### config.mk
export PLATFORM = sky130hd
export DESIGN_NAME = wor_xcvr
export DESIGN_NICKNAME = d
export VERILOG_FILES = /design/src/rtl/wor_xcvr_pkg.sv /design/src/rtl/wor_xcvr_store.sv /design/src/rtl/wor_xcvr_drv.sv /design/src/rtl/wor_xcvr_rx.sv /design/src/rtl/wor_xcvr.sv
export SDC_FILE = /design/constraint.sdc
export NUM_CORES = 1
export LEC_CHECK = 0
export BUFFER_PORTS_ARGS = -buffer_cell sky130_fd_sc_hd__buf_2
export CAP_MARGIN = 10
export CORE_MARGIN = 5
export CORE_UTILIZATION = 38
export CTS_CLUSTER_DIAMETER = 120
export DETAILED_ROUTE_END_ITERATION = 10
export MAX_ROUTING_LAYER = met4
export PLACE_DENSITY = 0.73
export REMOVE_ABC_BUFFERS = 1
export SLEW_MARGIN = 10
export SYNTH_ARGS = -nofsm -noshare
export SYNTH_HDL_FRONTEND = slang
export SYNTH_SLANG_ARGS = --single-unit
### constraint.sdc
create_clock -name clk -period 0.8 [get_ports clk]
set_clock_uncertainty 0.15 [all_clocks]
set_input_delay 0.04 -clock clk [delete_from_list [all_inputs] [get_ports clk]]
set_output_delay 0.04 -clock clk [all_outputs]
set_load 0.03 [all_outputs]
### src/rtl/wor_xcvr_pkg.sv
package wor_xcvr_pkg;
  typedef enum logic {
    ROUTE_STORED = 1'b0,
    ROUTE_DIRECT = 1'b1
  } route_e;

  function automatic logic drivers_on(input logic en_p, input logic en_n);
    return en_p & ~en_n;
  endfunction
endpackage

### src/rtl/wor_xcvr_store.sv
module wor_xcvr_store #(
  parameter int W = 9
) (
  input  logic         clk,
  input  logic         rst,
  input  logic         open_n,
  input  logic [W-1:0] d,
  output logic [W-1:0] view
);
  logic [W-1:0] held_q;

  always_ff @(posedge clk) begin
    if (rst) begin
      held_q <= '0;
    end else if (!open_n) begin
      held_q <= d;
    end
  end

  // transparent while open, stored word while closed
  assign view = open_n ? held_q : d;
endmodule

### src/rtl/wor_xcvr_drv.sv
module wor_xcvr_drv #(
  parameter int W = 9
) (
  input  logic         clk,
  input  logic         rst,
  input  logic         route,
  input  logic         en_p,
  input  logic         en_n,
  input  logic [W-1:0] direct_d,
  input  logic [W-1:0] stored_d,
  output logic [W-1:0] pull
);
  import wor_xcvr_pkg::*;

  logic active;
  assign active = drivers_on(en_p, en_n);

  for (genvar i = 0; i < W; i++) begin : g_line
    logic src;
    assign src = (route_e'(route) == ROUTE_DIRECT) ? direct_d[i] : stored_d[i];
    always_ff @(posedge clk) begin
      if (rst) begin
        pull[i] <= 1'b0;
      end else begin
        pull[i] <= active & src;
      end
    end
  end
endmodule

### src/rtl/wor_xcvr_rx.sv
module wor_xcvr_rx #(
  parameter int W = 9
) (
  input  logic         clk,
  input  logic         rst,
  input  logic         oe_req,
  input  logic [W-1:0] wire_lvl,
  output logic [W-1:0] dout,
  output logic [W-1:0] oe
);
  always_ff @(posedge clk) begin
    if (rst) begin
      dout <= '0;
      oe   <= '0;
    end else begin
      dout <= oe_req ? ~wire_lvl : '0;
      oe   <= {W{oe_req}};
    end
  end
endmodule

### src/rtl/wor_xcvr.sv
module wor_xcvr #(
  parameter int W = 9
) (
  input  logic         clk,
  input  logic         rst,
  input  logic [W-1:0] loc_in,
  output logic [W-1:0] loc_out,
  output logic [W-1:0] loc_oe,
  input  logic         path_bypass,
  input  logic         lat_open_n,
  input  logic         bus_en_p,
  input  logic         bus_en_n,
  input  logic         loc_oe_req,
  input  logic [W-1:0] bus_wire,
  output logic [W-1:0] bus_pull
);
  logic [W-1:0] store_view;

  wor_xcvr_store #(.W(W)) store_i (
    .clk(clk), .rst(rst), .open_n(lat_open_n), .d(loc_in), .view(store_view)
  );

  wor_xcvr_drv #(.W(W)) drv_i (
    .clk(clk), .rst(rst), .route(path_bypass), .en_p(bus_en_p), .en_n(bus_en_n),
    .direct_d(loc_in), .stored_d(store_view), .pull(bus_pull)
  );

  wor_xcvr_rx #(.W(W)) rx_i (
    .clk(clk), .rst(rst), .oe_req(loc_oe_req), .wire_lvl(bus_wire),
    .dout(loc_out), .oe(loc_oe)
  );
endmodule

After elaboration in Yosys (flattened, before gate mapping)
Index checks and enable logic that the tools add are counted.
{"block": "op_classes", "n_mux": 10, "n_bitwise": 13, "n_reduce_logical": 1}
{"cell": "bitwise AND 1 bit", "count": 10}
{"cell": "two-way mux 1 bit", "count": 9}
{"cell": "two-way mux 9 bit", "count": 1}
{"cell": "NOT 9 bit", "count": 1}
{"cell": "NOT 1 bit", "count": 2}
{"cell": "OR reduction 2 bit", "count": 1}
{"block": "totals", "ff_bits": 28, "input_bits": 25, "output_inout_bits": 27, "wordCells": 36}

Depth between registers and ports, before layout
Gate-level depths: netlist (run 1).
{"block": "logic_depth", "depth_word": 3, "depth_mapped": 5, "depth_no_buf": 3}

By module
From an unflattened synthesis (run 1), not the netlist that was laid out.
{"block": "unflattened", "cells_unflattened": 87, "area_unflattened_um2": 1102.3}
{"mod": "wor_xcvr_rx", "instances": 1, "cells_each": 29, "area_each_um2": 390.4}
{"mod": "wor_xcvr_store", "instances": 1, "cells_each": 28, "area_each_um2": 382.9}
{"mod": "wor_xcvr_drv", "instances": 1, "cells_each": 30, "area_each_um2": 329.1}

Least setup slack after synthesis (run 1)
No wires, ideal clock.
{"block": "synth_path", "path_kind": "reg-to-output", "from": "register rx_i.oe[0] (netlist name)", "to": "output loc_oe[1]", "arrival_time_ns": 0.837, "required_ns": 0.610, "setup_slack_ns": -0.227, "stages_incl_launch_ff": 2, "path_cell_list": "dfxtp_1 buf_4"}
{"item": "end: declaration", "line_no": "wor_xcvr.sv:8", "text": "output logic [W-1:0] loc_oe,"}
No word-level cell between the ends.

Worst setup path after layout (run 1)
{"block": "layout_path", "from": "register rx_i.oe[0] (netlist name)", "to": "output loc_oe[5]"}
No word-level cell between the ends.

==> out/results.ini, run 1 <==
[worst_setup_path]
max_stage_delay_ns = 0.42
crit_buf_inv = 1
worst_path_max_delay_cell = dfxtp_4
crit_chain = buf_4
endpoint_kind = output port
crit_cells = 1
start_kind = flop
r2r-end = store_i.held_q[6]
reg2reg_setup_slack_ns = 0
cp_data_arrival_time_ns = 0.92
crit_required_ns = 0.61
r2r-start = store_i.held_q[6]
crit_fanout = 9
r2r_cells = 2
crit_family = flip-flops
crit_start = rx_i.oe[0]
crit_path_end = loc_oe[5]
criticalPathCategory = reg2out

[pwr]
leakage_nw = 0.800
power.total_mw = 2.90
ir_drop_mv = 1.88
powerDensity_mw_per_mm2 = 1810

[logic_synthesis]
ys_top_cells_by_count = dfxtp_1, nand2_1, nor2_1
synth_area_leaders = dfxtp_1, mux2i_1, nand2_1
yosysMostFrequentCell = dfxtp_1
yosysTopAreaCell = dfxtp_1
synth_fa_ha_area_frac = 0
synth_top_area_frac = 0.584
synth_top_family_by_area = simple AND/OR/NAND/NOR gates
synthMuxAreaShare = 0.0939
synth.avg_cell_area_um2 = 9.50
synth-seq-cells = 28
postSynth.asyncResetShare = 0
synth_seq_area_share = 0.584
ys_types = 14
synth_edf_count = 0
synth-simple-area-share = 0.171
ys_warn_count = 0
synth_compound_area_frac = 0.0469
ys.flop_type = dfxtp_1
syn_inst = 101
synth_area_um2 = 960
synth_xor_area_frac = 0

[die]
io_pins = 52
core_mm2 = 0.00245
core.rowCount = 18
die_h_um = 60.3
die_area_mm2 = 0.00363
start_util = 0.391
die_w_um = 60.3

[grt]
grt_max_degree = 17
antenna_found_initial = 0
grt_use_total = 0.150
first_global_vias = 918
grt_pass1_wl_um = 4060
grt-ovfl-total = 0

[layout]
area_growth_pct = 67.3
drive_gt1_frac = 0.482
diodes = 0
design_area_mm2 = 0.00161
final.fill_count = 196
final_nets = 192

[timing]
fin_crit_sh = 1.38
slew_violations = 0
max_freq_ghz = 0.903
fin_crit_ns = 1.11
setup_viol = 35
slew_headroom = 0.773
rsz0062_at_grt = true
worstMarginPinSlew_ns = 0.341
fin_hold_ws_ns = -0.0462
finalWorstSetupSlack_ns = -0.308
hold_viol = 6

[clock_network]
clockBufferDepth = 2
cts.reportedPaths.clkPinSlew_ns = 0.14
cts_buffers = 3
numClockSinks = 28
cts_tree = yes
root_buffer = clkbuf_4
h-tree-depth = 1
clk_latency_ns = 0.32

[drt]
final_antenna_net_count = 0
drtIter0Drc = 43
first_pass_iters = 4
wl_per_cell_um = 12.8
totalWireLength_um = 2520
num_vias = 905
drc = 0
vias_per_cell = 4.62

[min_path]
hp-class = in2reg
min-delay-start = loc_oe_req

[run_status]
status = finished, violations left
violations = hold timing, setup timing

[job]
cap_violations = 0

[placed_design]
portBuffers = 51
gp_congestion = 0.723
post-place-ws_ns = -0.174
dpl_cell_area_mm2 = 0.00120
dp_hpwl_um = 1660

-- layout by cell type, fill, tap and decap left out, types with 3 or more instances in the layout --
master          netlist  routed
buf_6                 2      18
clkbuf_4              0       3
dfxtp_2               0      20
buf_2                 1      22
dlymetal6s4s_1        0       3
nor2_1               19      19
nand2_1              19      19
a21oi_1               9       9
mux2i_1               9       9
dlygate4sd3_1         0      16
buf_4                 8      15
dfxtp_1              28       7
-- per-stage QoR --
stage / std cells / hold WS, ns / TNS [ns] / utilization
final: 196 / -0.0462 / -6.81 / 0.654
after global routing: 196 / 0.00279 / -8.33 / 0.654
after CTS: 198 / -0.0376 / -6.94 / 0.654
after detailed placement: 175 / 0.0508 / -3.37 / 0.489
after global placement: 175 / 0.0499 / -2.60 / 0.489
after floorplan: 88 / -0.0376 / -12.55 / -
-- worst min-delay path by stage --
stage | endpoint | slack [ns] | depth (start not counted)
2_1_floorplan | rx_i.dout[0] | -0.04 | 1
3_3_place_gp | rx_i.dout[6] | 0.05 | 2
3_5_place_dp | rx_i.dout[4] | 0.05 | 2
4_1_cts | rx_i.oe[0] | -0.04 | 3
5_1_grt | rx_i.oe[0] | 0.003 | 3
6_report | rx_i.oe[0] | -0.05 | 3
-- worst min-delay path: stages --
cell and delay (ns):
buf_2 0.08, nand2b_1 0.19, inv_1 0.09
-- cell type report --
cell class,instances,area (um2),share of cell area
timing repair buffer,74,623,0.388
sequential,28,589,0.367
multi-input combinational,59,299,0.186
tap,30,37.5,0.0234
clock inverter,1,30.0,0.0187
clock buffer,3,22.5,0.0140
inverter,1,3.75,0.00234
-- timing repair --
| action | in CTS | in global routing |
|---|---|---|
| hold endpoints to repair | 28 | 11 |
| pin swaps | 0 | 2 |
| buffers inserted | 0 | 0 |
| gates cloned | 0 | 0 |
| hold buffers | 19 | 3 |
| endpoints found under the setup margin | 27 | 41 |
| gates resized for setup | 65 | 5 |
-- power breakdown --
| group | internal [mW] | total, mW | switching [mW] |
|---|---|---|---|
| registers | 1.46 | 1.49 | 0.0343 |
| clock network | 0.507 | 0.908 | 0.401 |
| logic | 0.250 | 0.498 | 0.248 |
| total | 2.22 | 2.90 | 0.684 |
-- metal layers --
metal / wire length (um) / GRT usage
met1: 1070 / 0.186
met5: 0 / -
met2: 1120 / 0.250
met4: 0 / 0
met3: 326 / 0.0518
-- sequential cells by signal, summed over array words and instances (netlist names) --
register        flops
drv_i.pull          9
store_i.held_q      9
rx_i.oe             1
rx_i.dout           9
-- cell families after synthesis --
family,after synthesis
DFF,28
and+or+nand+nor,41
muxes,9
buffers and inverters,14
AOI/OAI and AO/OA,9
No activity file was read; power rests on OpenSTA's default activity.
==> inputs of run 2 (changes only) <==
MAX_ROUTING_LAYER = unset   (was met4)
==> out/results.ini, run 2 (synthesized netlist as in run 1, its figures left out) <==
[drt]
drtIter0Drc = 43
final_antenna_net_count = 0
drc = 0
totalWireLength_um = 2510
num_vias = 905
first_pass_iters = 4
vias_per_cell = 4.62
wl_per_cell_um = 12.8

[grt]
grt_max_degree = 17
grt_pass1_wl_um = 4060
grt-ovfl-total = 0
first_global_vias = 918
top_usage_layer = met2
grtUsageMet1 = 0.181
use_met2 = 0.250
gr-usage-met3 = 0.0605
grt_use_total = 0.146
antenna_found_initial = 0

[worst_setup_path]
crit_chain = buf_4
crit_family = flip-flops
worst_path_max_delay_cell = dfxtp_4
max_stage_delay_ns = 0.42
criticalPathCategory = reg2out
endpoint_kind = output port
cp_data_arrival_time_ns = 0.92
r2r_cells = 2
crit_cells = 1
start_kind = flop
crit_required_ns = 0.61
crit_fanout = 9
crit_buf_inv = 1

[pwr]
clkPwrFrac = 0.313
internal_power_mw = 2.22
powerDensity_mw_per_mm2 = 1800
power_frac_comb = 0.172
leakage_nw = 0.800
switching_power_mw = 0.682
power.total_mw = 2.90
pwr-share-seq = 0.515
swShare = 0.235
ir_drop_mv = 1.87

[die]
core_mm2 = 0.00245
start_util = 0.391
die_w_um = 60.3
core.rowCount = 18
die_h_um = 60.3
io_pins = 52
die_area_mm2 = 0.00363

[timing]
fin_crit_sh = 1.38
slew_headroom = 0.773
setup_viol = 35
fin_hold_ws_ns = -0.0457
worstMarginPinSlew_ns = 0.341
finalWorstSetupSlack_ns = -0.307
slew_violations = 0
max_freq_ghz = 0.903
setup-tns-final_ns = -6.79
fin_crit_ns = 1.11
rsz0062_at_grt = true
hold_viol = 5

[layout]
fin_cells = 196
final.fill_count = 196
most-common-layout-cells = buf_2, dfxtp_2, nand2_1, nor2_1, buf_6
seqCellArea_um2 = 589
biggestRegsByFlops = drv_i.pull x9, rx_i.dout x9, store_i.held_q x9
area_growth_pct = 67.3
layout_commonest_cell = buf_2
final_nets = 192
diodes = 0
fin_util = 0.654
drive_gt1_frac = 0.482
multiInputGateArea_um2 = 299

[run_status]
status = finished, violations left
violations = hold timing, setup timing

[clock_network]
cts.reportedPaths.clkPinSlew_ns = 0.14
clk_latency_ns = 0.32
clockBufferDepth = 2
root_buffer = clkbuf_4
h-tree-depth = 1
numClockSinks = 28
cts_setup_buffers = 0
cts_tree = yes
cts_buffers = 3

[placed_design]
gp_congestion = 0.715
dp_hpwl_um = 1660
portBuffers = 51
dp_cells = 175

[min_path]
hold_path_depth = 3
hp-class = in2reg

[job]
cap_violations = 0

## run 2: cell counts in the layout (fill, tap and decap cells not counted)
No cell type changed its count.
## run 2: final timing paths
kind / start / slack, ns / end
setup / recovery: rx_i.oe[0] / -0.31 / loc_oe[5]
hold / removal: loc_oe_req / -0.05 / rx_i.oe[0]
setup reg to reg: store_i.held_q[6] / 0 / store_i.held_q[6]
hold reg to reg: store_i.held_q[0] / 0.31 / drv_i.pull[0]
## run 2: through the flow
step / setup WS [ns] / hold WS, ns / cell area, um2
global placement: -0.146 / 0.0499 / 1200
floorplan: -1.39 / -0.0376 / 863
finish: -0.307 / -0.0457 / 1610
CTS: -0.303 / -0.0376 / 1610
global route: -0.360 / 0.00279 / 1610
detailed placement: -0.174 / 0.0508 / 1200
## run 2: final cells by class
cell class	count	area share
Tap cell	30	0.0234
Clock inverter	1	0.0187
Clock buffer	3	0.0140
Sequential cell	28	0.367
Timing Repair Buffer	74	0.388
Inverter	1	0.00234
Multi-Input combinational cell	59	0.186
## run 2: metal layers
| metal | wire [um] | vias up |
|---|---|---|
| li1 | - | 443 |
| met1 | 1040 | 408 |
| met2 | 1120 | 54 |
| met3 | 350 | 0 |
| met4 | 0 | 0 |
| met5 | 0 | - |
## run 2: power by group through the flow
stage | Clock [mW] | Sequential (mW) | Combinational (mW)
finish | 0.906 | 1.49 | 0.498
global placement | 0 | 1.51 | 0.369
floorplan | 0 | 1.62 | 0.0888
CTS | 0.934 | 1.49 | 0.497
global route | 1.00 | 1.50 | 0.538
detailed placement | 0 | 1.51 | 0.375
## run 2: timing repair
item / in CTS / in global routing
endpoints found under the hold margin: 28 / 11
pin swaps: 0 / 2
gates resized for setup: 65 / 5
hold buffers: 19 / 3
endpoints found under the setup margin: 27 / 41
